### config.mk
export PLATFORM = sky130hd
export DESIGN_NAME = swx_top
export DESIGN_NICKNAME = d
export VERILOG_FILES = /design/src/rtl/swx_pkg.sv /design/src/rtl/swx_gather.sv /design/src/rtl/swx_ctrl.sv /design/src/rtl/swx_vault.sv /design/src/rtl/swx_emit.sv /design/src/rtl/swx_top.sv
export SDC_FILE = /design/constraint.sdc
export NUM_CORES = 1
export LEC_CHECK = 0
export ABC_CLOCK_PERIOD_IN_PS = 6200
export BUFFER_PORTS_ARGS = -buffer_cell sky130_fd_sc_hd__buf_4
export CORE_UTILIZATION = 40
export CTS_BUF_LIST = sky130_fd_sc_hd__clkbuf_4
export DETAILED_ROUTE_END_ITERATION = 12
export GPL_TIMING_DRIVEN = 0
export PLACE_DENSITY = 0.54
export SLEW_MARGIN = 10
export SYNTH_ARGS = -nofsm -noshare
export SYNTH_HDL_FRONTEND = slang
export SYNTH_SLANG_ARGS = --single-unit
### constraint.sdc
create_clock -name clk -period 6.2 [get_ports clk]
set_clock_uncertainty 0.05 [all_clocks]
set_input_delay 0.31 -clock clk [delete_from_list [all_inputs] [get_ports clk]]
set_output_delay 0.31 -clock clk [all_outputs]
set_load 0.02 [all_outputs]
### src/rtl/swx_pkg.sv
package swx_pkg;
  localparam int unsigned BYTE_W  = 8;
  localparam int unsigned N_BYTES = 4;
  localparam int unsigned WORD_W  = BYTE_W * N_BYTES;
  localparam int unsigned IDX_W   = $clog2(N_BYTES);

  typedef enum logic [2:0] {
    ST_IDLE   = 3'd0,
    ST_GATHER = 3'd1,
    ST_SNAP   = 3'd2,
    ST_COMMIT = 3'd3,
    ST_EMIT   = 3'd4,
    ST_DRAIN  = 3'd5
  } swx_state_e;
endpackage

### src/rtl/swx_gather.sv
module swx_gather
  import swx_pkg::*;
#(
  parameter int unsigned BW = BYTE_W,
  parameter int unsigned NB = N_BYTES,
  localparam int unsigned WW = BW * NB,
  localparam int unsigned IW = (NB > 1) ? $clog2(NB) : 1
) (
  input  logic          clk,
  input  logic          rst_n,
  input  logic          cap_en,
  input  logic [IW-1:0] cap_idx,
  input  logic [BW-1:0] in_dat,
  output logic [WW-1:0] word
);
  logic [NB-1:0] lane_en;

  for (genvar g = 0; g < NB; g++) begin : g_lane
    assign lane_en[g] = cap_en && (cap_idx == IW'(g));

    logic [BW-1:0] lane_q;
    always_ff @(posedge clk or negedge rst_n) begin
      if (!rst_n) begin
        lane_q <= '0;
      end else if (lane_en[g]) begin
        lane_q <= in_dat;
      end
    end
    assign word[g*BW +: BW] = lane_q;
  end

  // a captured byte appears in exactly one lane, at its index
  a_r3_one_lane : assert property (@(posedge clk) disable iff (!rst_n)
    $onehot0(lane_en));
  a_r3_lane_pos : assert property (@(posedge clk) disable iff (!rst_n)
    (cap_en && cap_idx == '0) |=> word[BW-1:0] == $past(in_dat));
endmodule

### src/rtl/swx_ctrl.sv
module swx_ctrl
  import swx_pkg::*;
#(
  parameter int unsigned NB = N_BYTES,
  localparam int unsigned IW = (NB > 1) ? $clog2(NB) : 1,
  localparam logic [IW-1:0] LAST = IW'(NB - 1)
) (
  input  logic          clk,
  input  logic          rst_n,
  input  logic          in_vld,
  output logic          cap_en,
  output logic [IW-1:0] cap_idx,
  output logic          snap_en,
  output logic          commit_en,
  output logic          emit_en,
  output logic [IW-1:0] emit_idx
);
  swx_state_e    state_q, state_d;
  logic [IW-1:0] cnt_q, cnt_d;

  always_comb begin
    state_d   = state_q;
    cnt_d     = cnt_q;
    cap_en    = 1'b0;
    cap_idx   = cnt_q;
    snap_en   = 1'b0;
    commit_en = 1'b0;
    emit_en   = 1'b0;
    emit_idx  = cnt_q;
    unique case (state_q)
      ST_IDLE: begin
        cap_idx = '0;
        if (in_vld) begin
          cap_en  = 1'b1;
          cnt_d   = IW'(1);
          state_d = (NB == 1) ? ST_SNAP : ST_GATHER;
        end
      end
      ST_GATHER: begin
        cap_en = 1'b1;
        if (cnt_q == LAST) begin
          cnt_d   = '0;
          state_d = ST_SNAP;
        end else begin
          cnt_d = cnt_q + IW'(1);
        end
      end
      ST_SNAP: begin
        snap_en = 1'b1;
        state_d = ST_COMMIT;
      end
      ST_COMMIT: begin
        commit_en = 1'b1;
        cnt_d     = '0;
        state_d   = ST_EMIT;
      end
      ST_EMIT: begin
        emit_en = 1'b1;
        if (cnt_q == LAST) begin
          cnt_d   = '0;
          state_d = ST_DRAIN;
        end else begin
          cnt_d = cnt_q + IW'(1);
        end
      end
      ST_DRAIN: begin
        state_d = ST_IDLE;
      end
      default: begin
        state_d = ST_IDLE;
        cnt_d   = '0;
      end
    endcase
  end

  always_ff @(posedge clk or negedge rst_n) begin
    if (!rst_n) begin
      state_q <= ST_IDLE;
      cnt_q   <= '0;
    end else begin
      state_q <= state_d;
      cnt_q   <= cnt_d;
    end
  end

  // the gather phase runs its full length, then the snapshot follows
  a_r2_gather_end : assert property (@(posedge clk) disable iff (!rst_n)
    (state_q == ST_GATHER && cnt_q == LAST) |=> state_q == ST_SNAP);
  // the output phase never hands over straight to a new gather
  a_r7_no_restart : assert property (@(posedge clk) disable iff (!rst_n)
    (state_q == ST_EMIT || state_q == ST_DRAIN) |=> state_q != ST_GATHER);
  // the write is followed directly by the output phase
  a_r4_commit_emit : assert property (@(posedge clk) disable iff (!rst_n)
    commit_en |=> emit_en);
endmodule

### src/rtl/swx_vault.sv
module swx_vault
  import swx_pkg::*;
#(
  parameter int unsigned WW = WORD_W
) (
  input  logic          clk,
  input  logic          rst_n,
  input  logic          snap_en,
  input  logic          commit_en,
  input  logic [WW-1:0] new_word,
  output logic [WW-1:0] old_word
);
  logic [WW-1:0] store_q, store_d;
  logic [WW-1:0] hold_q, hold_d;

  always_comb begin
    store_d = store_q;
    hold_d  = hold_q;
    if (snap_en)   hold_d  = store_q;
    if (commit_en) store_d = new_word;
  end

  always_ff @(posedge clk or negedge rst_n) begin
    if (!rst_n) begin
      store_q <= '0;
      hold_q  <= '0;
    end else begin
      store_q <= store_d;
      hold_q  <= hold_d;
    end
  end

  assign old_word = hold_q;

  // storage changes only on the write step
  a_r6_store_hold : assert property (@(posedge clk) disable iff (!rst_n)
    !commit_en |=> $stable(store_q));
  // the holding copy keeps the pre-write value through the write
  a_r5_hold_stable : assert property (@(posedge clk) disable iff (!rst_n)
    commit_en |=> $stable(hold_q));
endmodule

### src/rtl/swx_emit.sv
module swx_emit
  import swx_pkg::*;
#(
  parameter int unsigned BW = BYTE_W,
  parameter int unsigned NB = N_BYTES,
  localparam int unsigned WW = BW * NB,
  localparam int unsigned IW = (NB > 1) ? $clog2(NB) : 1
) (
  input  logic          clk,
  input  logic          rst_n,
  input  logic          emit_en,
  input  logic [IW-1:0] emit_idx,
  input  logic [WW-1:0] word,
  output logic          out_vld,
  output logic [BW-1:0] out_dat
);
  logic [BW-1:0] lanes [NB];
  logic [BW-1:0] pick;
  logic          vld_d;
  logic [BW-1:0] dat_d;

  for (genvar g = 0; g < NB; g++) begin : g_slice
    assign lanes[g] = word[g*BW +: BW];
  end

  always_comb begin
    pick = lanes[0];
    for (int k = 0; k < NB; k++) begin
      if (emit_idx == IW'(k)) pick = lanes[k];
    end
    vld_d = emit_en;
    dat_d = emit_en ? pick : '0;
  end

  always_ff @(posedge clk or negedge rst_n) begin
    if (!rst_n) begin
      out_vld <= 1'b0;
      out_dat <= '0;
    end else begin
      out_vld <= vld_d;
      out_dat <= dat_d;
    end
  end

  // the byte bus is quiet whenever valid is low
  a_r8_zero_idle : assert property (@(posedge clk) disable iff (!rst_n)
    !out_vld |-> out_dat == '0);
  // the first returned byte is the low byte of the held word
  a_r5_first_byte : assert property (@(posedge clk) disable iff (!rst_n)
    (emit_en && emit_idx == '0) |=> out_dat == $past(word[BW-1:0]));
endmodule

### src/rtl/swx_top.sv
module swx_top
  import swx_pkg::*;
#(
  parameter int unsigned BW = BYTE_W,
  parameter int unsigned NB = N_BYTES,
  localparam int unsigned WW = BW * NB,
  localparam int unsigned IW = (NB > 1) ? $clog2(NB) : 1,
  localparam int unsigned RW = $clog2(NB + 2)
) (
  input  logic          clk,
  input  logic          rst_n,
  input  logic          in_vld,
  input  logic [BW-1:0] in_dat,
  output logic          out_vld,
  output logic [BW-1:0] out_dat
);
  logic [1:0]    rst_sync_q;
  logic          rst_sn;
  logic          cap_en, snap_en, commit_en, emit_en;
  logic [IW-1:0] cap_idx, emit_idx;
  logic [WW-1:0] new_word, old_word;

  always_ff @(posedge clk or negedge rst_n) begin
    if (!rst_n) rst_sync_q <= 2'b00;
    else        rst_sync_q <= {rst_sync_q[0], 1'b1};
  end
  assign rst_sn = rst_sync_q[1];

  swx_ctrl #(.NB(NB)) ctrl_i (
    .clk(clk), .rst_n(rst_sn), .in_vld(in_vld),
    .cap_en(cap_en), .cap_idx(cap_idx), .snap_en(snap_en),
    .commit_en(commit_en), .emit_en(emit_en), .emit_idx(emit_idx)
  );

  swx_gather #(.BW(BW), .NB(NB)) gather_i (
    .clk(clk), .rst_n(rst_sn), .cap_en(cap_en), .cap_idx(cap_idx),
    .in_dat(in_dat), .word(new_word)
  );

  swx_vault #(.WW(WW)) vault_i (
    .clk(clk), .rst_n(rst_sn), .snap_en(snap_en), .commit_en(commit_en),
    .new_word(new_word), .old_word(old_word)
  );

  swx_emit #(.BW(BW), .NB(NB)) emit_i (
    .clk(clk), .rst_n(rst_sn), .emit_en(emit_en), .emit_idx(emit_idx),
    .word(old_word), .out_vld(out_vld), .out_dat(out_dat)
  );

  // checking aid: length of the current output valid run
  logic [RW-1:0] run_q;
  always_ff @(posedge clk or negedge rst_sn) begin
    if (!rst_sn)      run_q <= '0;
    else if (out_vld) run_q <= (run_q == RW'(NB + 1)) ? run_q : run_q + RW'(1);
    else              run_q <= '0;
  end

  // every output burst lasts exactly NB cycles
  a_r4_burst_len : assert property (@(posedge clk) disable iff (!rst_sn)
    $fell(out_vld) |-> run_q == RW'(NB));
  a_r4_burst_max : assert property (@(posedge clk) disable iff (!rst_sn)
    run_q <= RW'(NB));
  // held in reset, both outputs stay low
  always_comb begin
    if (!rst_sn) begin
      a_r1_reset_quiet : assert (out_vld == 1'b0 && out_dat == '0 || !$isunknown(rst_n) && rst_n);
    end
  end
endmodule

## Word-level counts from Yosys, hierarchy flattened

Cells that the tools add are included.
Widths: inputs -> output; s select.

- $add $sub $neg: 1
- Multiply operators: 0
- Div/mod/pow operators: 0
- Magnitude comparators: 0
- Equal/unequal tests: 14
- Shift-type cells: 0
- Mux-type cells: 17
- Bitwise operators: 1
- Reductions and logical operators: 10

Operators with widths:

| kind | count |
|---|---|
| $mux 8 | 4 |
| $pmux 3 s5 | 1 |
| $mux 3 | 3 |
| $eq 2x2->1 const B | 4 |
| $eq 3x2->1 const B | 2 |
| $eq 3x3->1 const B | 2 |
| $mux 2 | 3 |
| $pmux 2 s3 | 1 |
| $eq 2x1->1 const B | 2 |
| $logic_and 1x1->1 | 4 |
| $mux 1 | 4 |
| $ne 2x1->1 const B | 2 |
| $reduce_or 2->1 | 2 |
| $eq 3x1->1 const B | 1 |
| $logic_not 3->1 | 1 |
| $reduce_and 3->1 | 1 |
| $add 2x1->2 const B | 1 |
| $logic_not 2->1 | 1 |
| $ne 2x2->1 const B | 1 |
| $pmux 1 s2 | 1 |
| $reduce_and 2->1 | 1 |
| $not 1->1 | 1 |

- Register bits: 112
- Latch bits: 0
- Memory bits (writable): 0
- Memory bits (read-only): 0
- Bits of input ports: 11
- Output and inout bits: 9
- Word-level logic and storage cells: 54
- Memories kept: 0

## Logic depth before layout (Yosys ltp)

Gate-level depths: netlist (run 1).

- Depth in word-level cells: 5
- Mapped depth: 6

## Modules after synthesis

Synthesis (run 1) repeated with hierarchy kept, for this count alone.

- Cell total of the unflattened synthesis: 287
- Area, all modules: 4800.9 um^2

Modules (own cells, without submodules):

| module | times used | cells each | area each (um^2) | seq. area each (um^2) |
|---|---|---|---|---|
| swx_vault | 1 | 136 | 2690.1 | 1601.5 |
| swx_gather | 1 | 68 | 1212.4 | 800.8 |
| swx_emit | 1 | 38 | 480.5 | 225.2 |
| swx_ctrl | 1 | 42 | 364.1 | 125.1 |
| swx_top | 1 | 3 | 53.8 | 50.0 |

## Least setup slack after synthesis (run 1)

No wires, ideal clock.

- Path kind: register to register
- Start point: reg ctrl_i.cnt_q[1], in the netlist ctrl_i.emit_idx[1]
- End point: reg emit_i.out_dat[6]
- Data arrival time: 1.690 ns
- Data required time: 6.013 ns
- Slack: 4.324 ns
- Stages on the path, launching flop included: 7
- Path through: dfrtp_1 > inv_1 > ha_1 > clkbuf_1 > mux2_2 > o211ai_1 > a21oi_1

- Longest elaborated chain between the ends: 5
- Elaborated cells on any way between the ends: 7

Ends and longest elaborated chain:

| what | RTL line | RTL |
|---|---|---|
| start: declaration | swx_ctrl.sv:19 | `logic [IW-1:0] cnt_q, cnt_d;` |
| start signal: assignment | swx_ctrl.sv:82 | `cnt_q <= cnt_d;` |
| $eq 2x1->1 | swx_emit.sv:29 | `if (emit_idx == IW'(k)) pick = lanes[k];` |
| $mux 8 (2 in series) | swx_emit.sv:29 |  |
| $mux 8 * | swx_emit.sv:29 |  |
| $mux 8 * | swx_emit.sv:32 | `dat_d = emit_en ? pick : '0;` |
| net emit_i.dat_d[6] | swx_emit.sv:20 | `logic [BW-1:0] dat_d;` |
| end signal: assignment | swx_emit.sv:41 | `out_dat <= dat_d;` |
| end: declaration | swx_emit.sv:15 | `output logic [BW-1:0] out_dat` |

The timed path passes the listed nets; every way through them passes the cells marked *.
A chain may end at the register's enable or synchronous reset.

## Worst setup path after layout (run 1)

Same ends and word-level chain as after synthesis.

==> results of run 1 <==
## per-layer routing
metal	up-vias	wire [um]	GRT usage (%)
li1	1106	-	-
met1	1242	4100	22.2
met2	33	4250	27.3
met3	11	246	4.30
met4	0	156	5.68
met5	-	0	0
## power by group through the flow
| stage | combinational (mW) | sequential (mW) | clock [mW] |
|---|---|---|---|
| after floorplan | 0.727 | 1.22 | 0 |
| after global placement | 0.917 | 1.26 | 0 |
| after detailed placement | 0.947 | 1.26 | 0 |
| after CTS | 0.950 | 1.24 | 0.332 |
| after global routing | 1.01 | 1.28 | 0.361 |
| final | 0.934 | 1.24 | 0.316 |
## per-stage QoR
stage	util [%]	std cells	hold slack [ns]	power, mW
6_report	45.5	469	0.0509	2.49
5_1_grt	45.5	469	0.0152	2.66
4_1_cts	45.5	469	0.0249	2.52
3_5_place_dp	44.4	452	0.0465	2.21
3_3_place_gp	44.1	451	0.0425	2.18
2_1_floorplan	-	292	-0.0356	1.95
## layout make-up
type | instances | area [sq um]
multi-input cells | 158 | 1580
flip-flops and latches | 112 | 2810
clock buffers | 10 | 75.1
well taps | 140 | 175
repair buffers | 21 | 180
clock inverters | 6 | 36.3
fillers | 997 | 5930
inverters | 7 | 26.3
plain buffers | 15 | 76.3
## registers in the layout, summed over array words and instances, names as in the netlist
| name | count |
|---|---|
| emit_i.out_vld | 1 |
| ctrl_i.emit_idx | 2 |
| ctrl_i.state_q | 3 |
| vault_i.store_q | 32 |
| emit_i.out_dat | 8 |
| gather_i.g_lane.lane_q | 32 |
| rst_sync_q | 2 |
| vault_i.old_word | 32 |
## worst max-delay path by stage
stage	end	slack [ns]	from	depth (start not counted)
2_1_floorplan	ctrl_i.emit_idx[0]	2.80	rst_sync_q[1]	0
4_1_cts	emit_i.out_dat[6]	3.84	ctrl_i.emit_idx[1]	6
3_3_place_gp	gather_i.g_lane[3].lane_q[5]	1.54	rst_sync_q[1]	0
3_5_place_dp	emit_i.out_dat[6]	3.86	ctrl_i.emit_idx[1]	6
6_report	emit_i.out_dat[6]	3.85	ctrl_i.emit_idx[1]	6
5_1_grt	emit_i.out_dat[6]	3.74	ctrl_i.emit_idx[1]	6
## kinds of logic after synthesis
family	after synthesis
compound gates	28
fa+ha+maj	3
buf+inv	22
flops	112
mux	104
other cells	1
simple gates	22
## cell usage after synthesis, drive strengths merged, types with 2 or more instances
library cell | count | area, sq um
a21oi | 3 | 15.0
clkbuf | 6 | 22.5
nand3b | 2 | 15.0
o21ai | 4 | 23.8
dfrtp | 112 | 2800
a211oi | 9 | 67.6
nand2 | 3 | 11.3
nor4 | 2 | 42.5
ha | 3 | 37.5
mux2 | 97 | 1120
nor2 | 4 | 15.0
o22ai | 7 | 43.8
nand2b | 4 | 27.5
mux2i | 7 | 70.1
inv | 6 | 22.5
buf | 9 | 53.8
## repair_timing
item                      CTS  global route
setup buffers               0             0
hold endpoints to repair    2             0
hold buffers                1             0
## tightest hold or removal path: stages
cell and delay [ns]:
buf_4 0.09, o21ai_0 0.06, o21ai_0 0.07
==> results.sh, run 1 <==
export IMPL_layout_setup_ws_ns=3.85
export IMPL_dp_hpwl_mm=5.44
export IMPL_period_minus_slack_ns=2.35
export IMPL_ant_nets=0
export IMPL_via_count=2392
export IMPL_cp_end_kind="flop"
export IMPL_gp_congestion=0.754
export IMPL_peakVddDrop_v=0.000206
export IMPL_synth_simple_area_share_pct=3.54
export IMPL_tightest_slew_ns=0.933
export IMPL_setup_tns_ns=0
export IMPL_crit_path_max_fanout=8
export IMPL_initial_core_util_pct=41.2
export IMPL_ctsResizeCount=0
export IMPL_drv_cap=0
export IMPL_die_w_um=108
export IMPL_rrSetupSlack_ns=3.85
export IMPL_area_growth_pct=10.5
export IMPL_rsz0062_at_grt="false"
export IMPL_grt_overflow=0
export IMPL_insertion_delay_ns=0.45
export IMPL_startpoint_type="flop"
export IMPL_dpl_instance_area_sq_um=4840
export IMPL_cp_data_required_time_ns=6.47
export IMPL_ys_seq_area_share_pct=62.4
export IMPL_syn_num_nets=306
export IMPL_cp_top_family="buffers and inverters"
export IMPL_reg2reg_from="ctrl_i.emit_idx[1]"
export IMPL_cts_sinks=112
export IMPL_path_clk_slew_ns=0.16
export IMPL_globalRouteTotalUtil_pct=16.9
export IMPL_crit_buf_inv=2
export IMPL_die_h_um=108
export IMPL_wl_mm=8.75
export IMPL_final_cell_mix="dfrtp_1, mux2_2, buf_4, clkbuf_4, a211oi_1"
export IMPL_fmax_mhz=426
export IMPL_final_nets=338
export IMPL_diodes=0
export IMPL_cts_tree="done"
export IMPL_leakagePower_nw=2.23
export IMPL_synthCells=292
export IMPL_slew_headroom_pct=37.4
export IMPL_cts_inserted_buffers=9
export IMPL_setup_viol=0
export IMPL_muxShareOfSynthArea_pct=26.6
export IMPL_vias_per_cell=5.10
export IMPL_p_int_mw=1.66
export IMPL_synth_xor_area_share_pct=0
export IMPL_synth_top_family_by_area="multiplexers"
export IMPL_finalMaxSlewViolations=0
export IMPL_portBuffers=19
export IMPL_min_from="in_vld"
export IMPL_rr_worst_depth=6
export IMPL_worstHoldEndpoint="ctrl_i.state_q[0]"
export IMPL_final_cell_area_sq_um=4960
export IMPL_rows=38
export IMPL_yosys_warnings=0
export IMPL_synth_edf_count=0
export IMPL_dieArea_sq_um=11600
export IMPL_ys_types=37
export IMPL_grt_max_degree=59
export IMPL_avgSynthCellArea_sq_um=15.4
export IMPL_p_sw_share_pct=33.4
export IMPL_grt_pass1_wl_mm=13.9
export IMPL_outcome="finished, final reports clean"
export IMPL_drc=0
export IMPL_path_class="flop to flop"
export IMPL_min_period_over_period_pct=37.9
export IMPL_layout_cells_most_common="dfrtp_1"
export IMPL_worstHoldPathCells=3
export IMPL_netSwitchingPower_uw=832
export IMPL_io_pins=20
export IMPL_first_iter_violations=62
export IMPL_p_comb_share_pct=37.5
export IMPL_seqPwrFrac_pct=49.8
export IMPL_hold_viol_final=0
export IMPL_syn_area_sq_um=4490
export IMPL_fp_coreArea_sq_um=10900
export IMPL_synth_adder_area_share_pct=0.836
export IMPL_worstPathArrival_ns=2.62
export IMPL_hp_class="input pin to flop"
export IMPL_cts_htree_levels=3
export IMPL_synth_flop_cell="dfrtp_1"
export IMPL_cp_slowest_stage_delay_ns=0.60
export IMPL_wl_per_cell_um=18.6
export IMPL_clockRootBuffer="clkbuf_4"
export IMPL_dr_pass1_iters=4
export IMPL_ys_ff_latch=112
export IMPL_clockBufferDepth=2
export IMPL_async_reset_ff_share_pct=100
export IMPL_grt_pass1_vias=2471
export IMPL_worstReg2RegEnd="emit_i.out_dat[6]"
export IMPL_pre_cts_ws_ns=3.86
export IMPL_pwr_share_clk_pct=12.7
export IMPL_crit_chain="inv_1, ha_1, clkbuf_1, mux2_2, o211ai_1, a21oi_1"
export IMPL_antenna_found_initial=0
export IMPL_synth_compound_area_share_pct=4.24
export IMPL_drive_above_1_share_pct=44.4
export IMPL_power_density_nw_per_um2=502
export IMPL_slowest_stage="clkbuf_1"
(Power assumes the default switching activity.)
==> inputs of run 2 (changes only) <==
- ABC_CLOCK_PERIOD_IN_PS: 6200 -> 2500
- clock period: 6.2 -> 2.5 ns (I/O delays scaled with it)
==> run 2 against run 1 <==
  * Non-clock buffer count grew 10
  * Sequential share of layout area shrank 1.1 points
  * Final area grew 2.0%
  * Final cell count grew 2.1%
  * Global-route usage grew 0.40 points
  * Die area is the same
  * Maximum frequency grew 0.11%
  * Critical path depth is the same
  * Register-to-register slack lost 3.7 ns
  * Hold slack gained 0.27 ns
  * Largest cell class unchanged
==> results.sh, run 2 (synthesis gave the netlist of run 1 again) <==
export IMPL_dr_pass1_iters=4
export IMPL_cts_inserted_buffers=9
export IMPL_crit_path_max_fanout=8
export IMPL_drv_cap=0
export IMPL_ant_nets=0
export IMPL_fmax_mhz=426
export IMPL_hp_class="flop to flop"
export IMPL_antenna_found_initial=0
export IMPL_min_period_over_period_pct=93.8
export IMPL_worstPathArrival_ns=2.63
export IMPL_cts_htree_levels=3
export IMPL_cp_data_required_time_ns=2.78
export IMPL_first_iter_violations=66
export IMPL_setup_viol=0
export IMPL_dieArea_sq_um=11600
export IMPL_period_minus_slack_ns=2.35
export IMPL_pre_cts_ws_ns=0.177
export IMPL_path_clk_slew_ns=0.16
export IMPL_cts_hold_buf=11
export IMPL_layout_setup_ws_ns=0.154
export IMPL_rsz0062_at_grt="false"
export IMPL_initial_core_util_pct=41.2
export IMPL_drc=0
export IMPL_final_nets=348
export IMPL_wl_per_cell_um=18.1
export IMPL_clockBufferDepth=2
export IMPL_slowest_stage="clkbuf_1"
export IMPL_grt_max_degree=60
export IMPL_gp_congestion=0.745
export IMPL_startpoint_type="flop"
export IMPL_outcome="finished, final reports clean"
export IMPL_grt_overflow=0
export IMPL_slew_headroom_pct=42.5
export IMPL_grt_pass1_wl_mm=14.5
export IMPL_diodes=0
export IMPL_tightest_slew_ns=0.856
export IMPL_via_count=2471
export IMPL_crit_chain="inv_1, ha_1, clkbuf_1, mux2_2, o211ai_1, a21oi_1"
export IMPL_cp_end_kind="flop"
export IMPL_die_w_um=108
export IMPL_finalMaxSlewViolations=0
export IMPL_cp_slowest_stage_delay_ns=0.58
export IMPL_ctsResizeCount=0
export IMPL_rows=38
export IMPL_clockRootBuffer="clkbuf_4"
export IMPL_postCtsSetupRepairBufs=0
export IMPL_leakagePower_nw=2.27
export IMPL_peakVddDrop_v=0.000524
export IMPL_n_fill_cell=986
export IMPL_dp_hpwl_mm=5.50
export IMPL_grt_pass1_vias=2640
export IMPL_cts_tree="done"
export IMPL_drive_above_1_share_pct=43.1
export IMPL_hold_viol_final=0
export IMPL_globalRouteTotalUtil_pct=17.3
export IMPL_portBuffers=19
export IMPL_power_density_nw_per_um2=1220
export IMPL_vias_per_cell=5.16
export IMPL_hold_ws_ns=0.319
export IMPL_layout_cells_most_common="dfrtp_1"
export IMPL_insertion_delay_ns=0.47
export IMPL_io_pins=20
export IMPL_final_cell_mix="dfrtp_1, mux2_2, buf_4, dlygate4sd3_1, clkbuf_4"
export IMPL_fp_coreArea_sq_um=10900
export IMPL_cts_sinks=112
export IMPL_path_class="flop to flop"
export IMPL_area_growth_pct=12.7
export IMPL_die_h_um=108
export IMPL_wl_mm=8.69
## run 2: cell types whose count changed in the layout (fill, tap and decap cells not counted), sizes merged
cell         delta
dlygate4sd3    +10
clkinvlp        -2
inv             +1
clkinv          +1
## run 2: where the power goes
part / internal (mW) / leakage, nW / total, mW / switching (mW)
Combinational: 1.28 / 0.830 / 2.31 / 1.03
Clock: 0.213 / 0.0656 / 0.789 / 0.576
Sequential: 2.63 / 1.38 / 3.08 / 0.448
Total: 4.12 / 2.27 / 6.18 / 2.06
## run 2: area by class of cell
type / instances / area [sq um] / share of cell area (%)
multi-input cells: 158 / 1580 / 31.3
plain buffers: 15 / 76.3 / 1.51
clock inverters: 6 / 35.0 / 0.693
repair buffers: 31 / 280 / 5.54
flip-flops and latches: 112 / 2810 / 55.5
well taps: 140 / 175 / 3.46
inverters: 7 / 26.3 / 0.520
clock buffers: 10 / 75.1 / 1.48
## run 2: critical path: cells and delay by family, from the launching register on
family                     cells  cell delay (ns)
adders and majority gates      1             0.18
DFF                            1             0.50
buffers and inverters          2             0.78
AOI/OAI and AO/OA              2             0.27
muxes                          1             0.43
## run 2: path summary, 6_finish.rpt
check	from	end	slack [ns]	cells after the start
min in group asynchronous	rst_sync_q[1]	emit_i.out_dat[7]	0.34	0
worst max register to register	ctrl_i.emit_idx[1]	emit_i.out_dat[6]	0.15	6
worst max-delay path	ctrl_i.emit_idx[1]	emit_i.out_dat[6]	0.15	6
max in group asynchronous	rst_sync_q[1]	vault_i.old_word[13]	1.32	1
worst min register to register	rst_sync_q[0]	rst_sync_q[1]	0.32	0
worst min-delay path	rst_sync_q[0]	rst_sync_q[1]	0.32	0
## run 2: through the flow
step                      util [%]  TNS (ns)  cells  power (mW)  instance area, sq um
after floorplan                  -         0    292        4.82                  4490
after global placement        44.2    -11.60    451        5.38                  4810
after detailed placement      44.4         0    452        5.47                  4840
after CTS                     46.4         0    479        6.27                  5060
after global routing          46.4         0    479        6.62                  5060
final                         46.4         0    479        6.18                  5060
## run 2: layer usage
| layer | vias to the layer above | wire [um] | part of all wire, % | global-route usage, % |
|---|---|---|---|---|
| met5 | - | 0 | 0 | 0 |
| met4 | 0 | 121 | 1.4 | 5.58 |
| met3 | 9 | 182 | 2.1 | 4.00 |
| met2 | 23 | 4230 | 49 | 28.4 |
| met1 | 1306 | 4150 | 48 | 22.7 |
| li1 | 1133 | - | - | - |
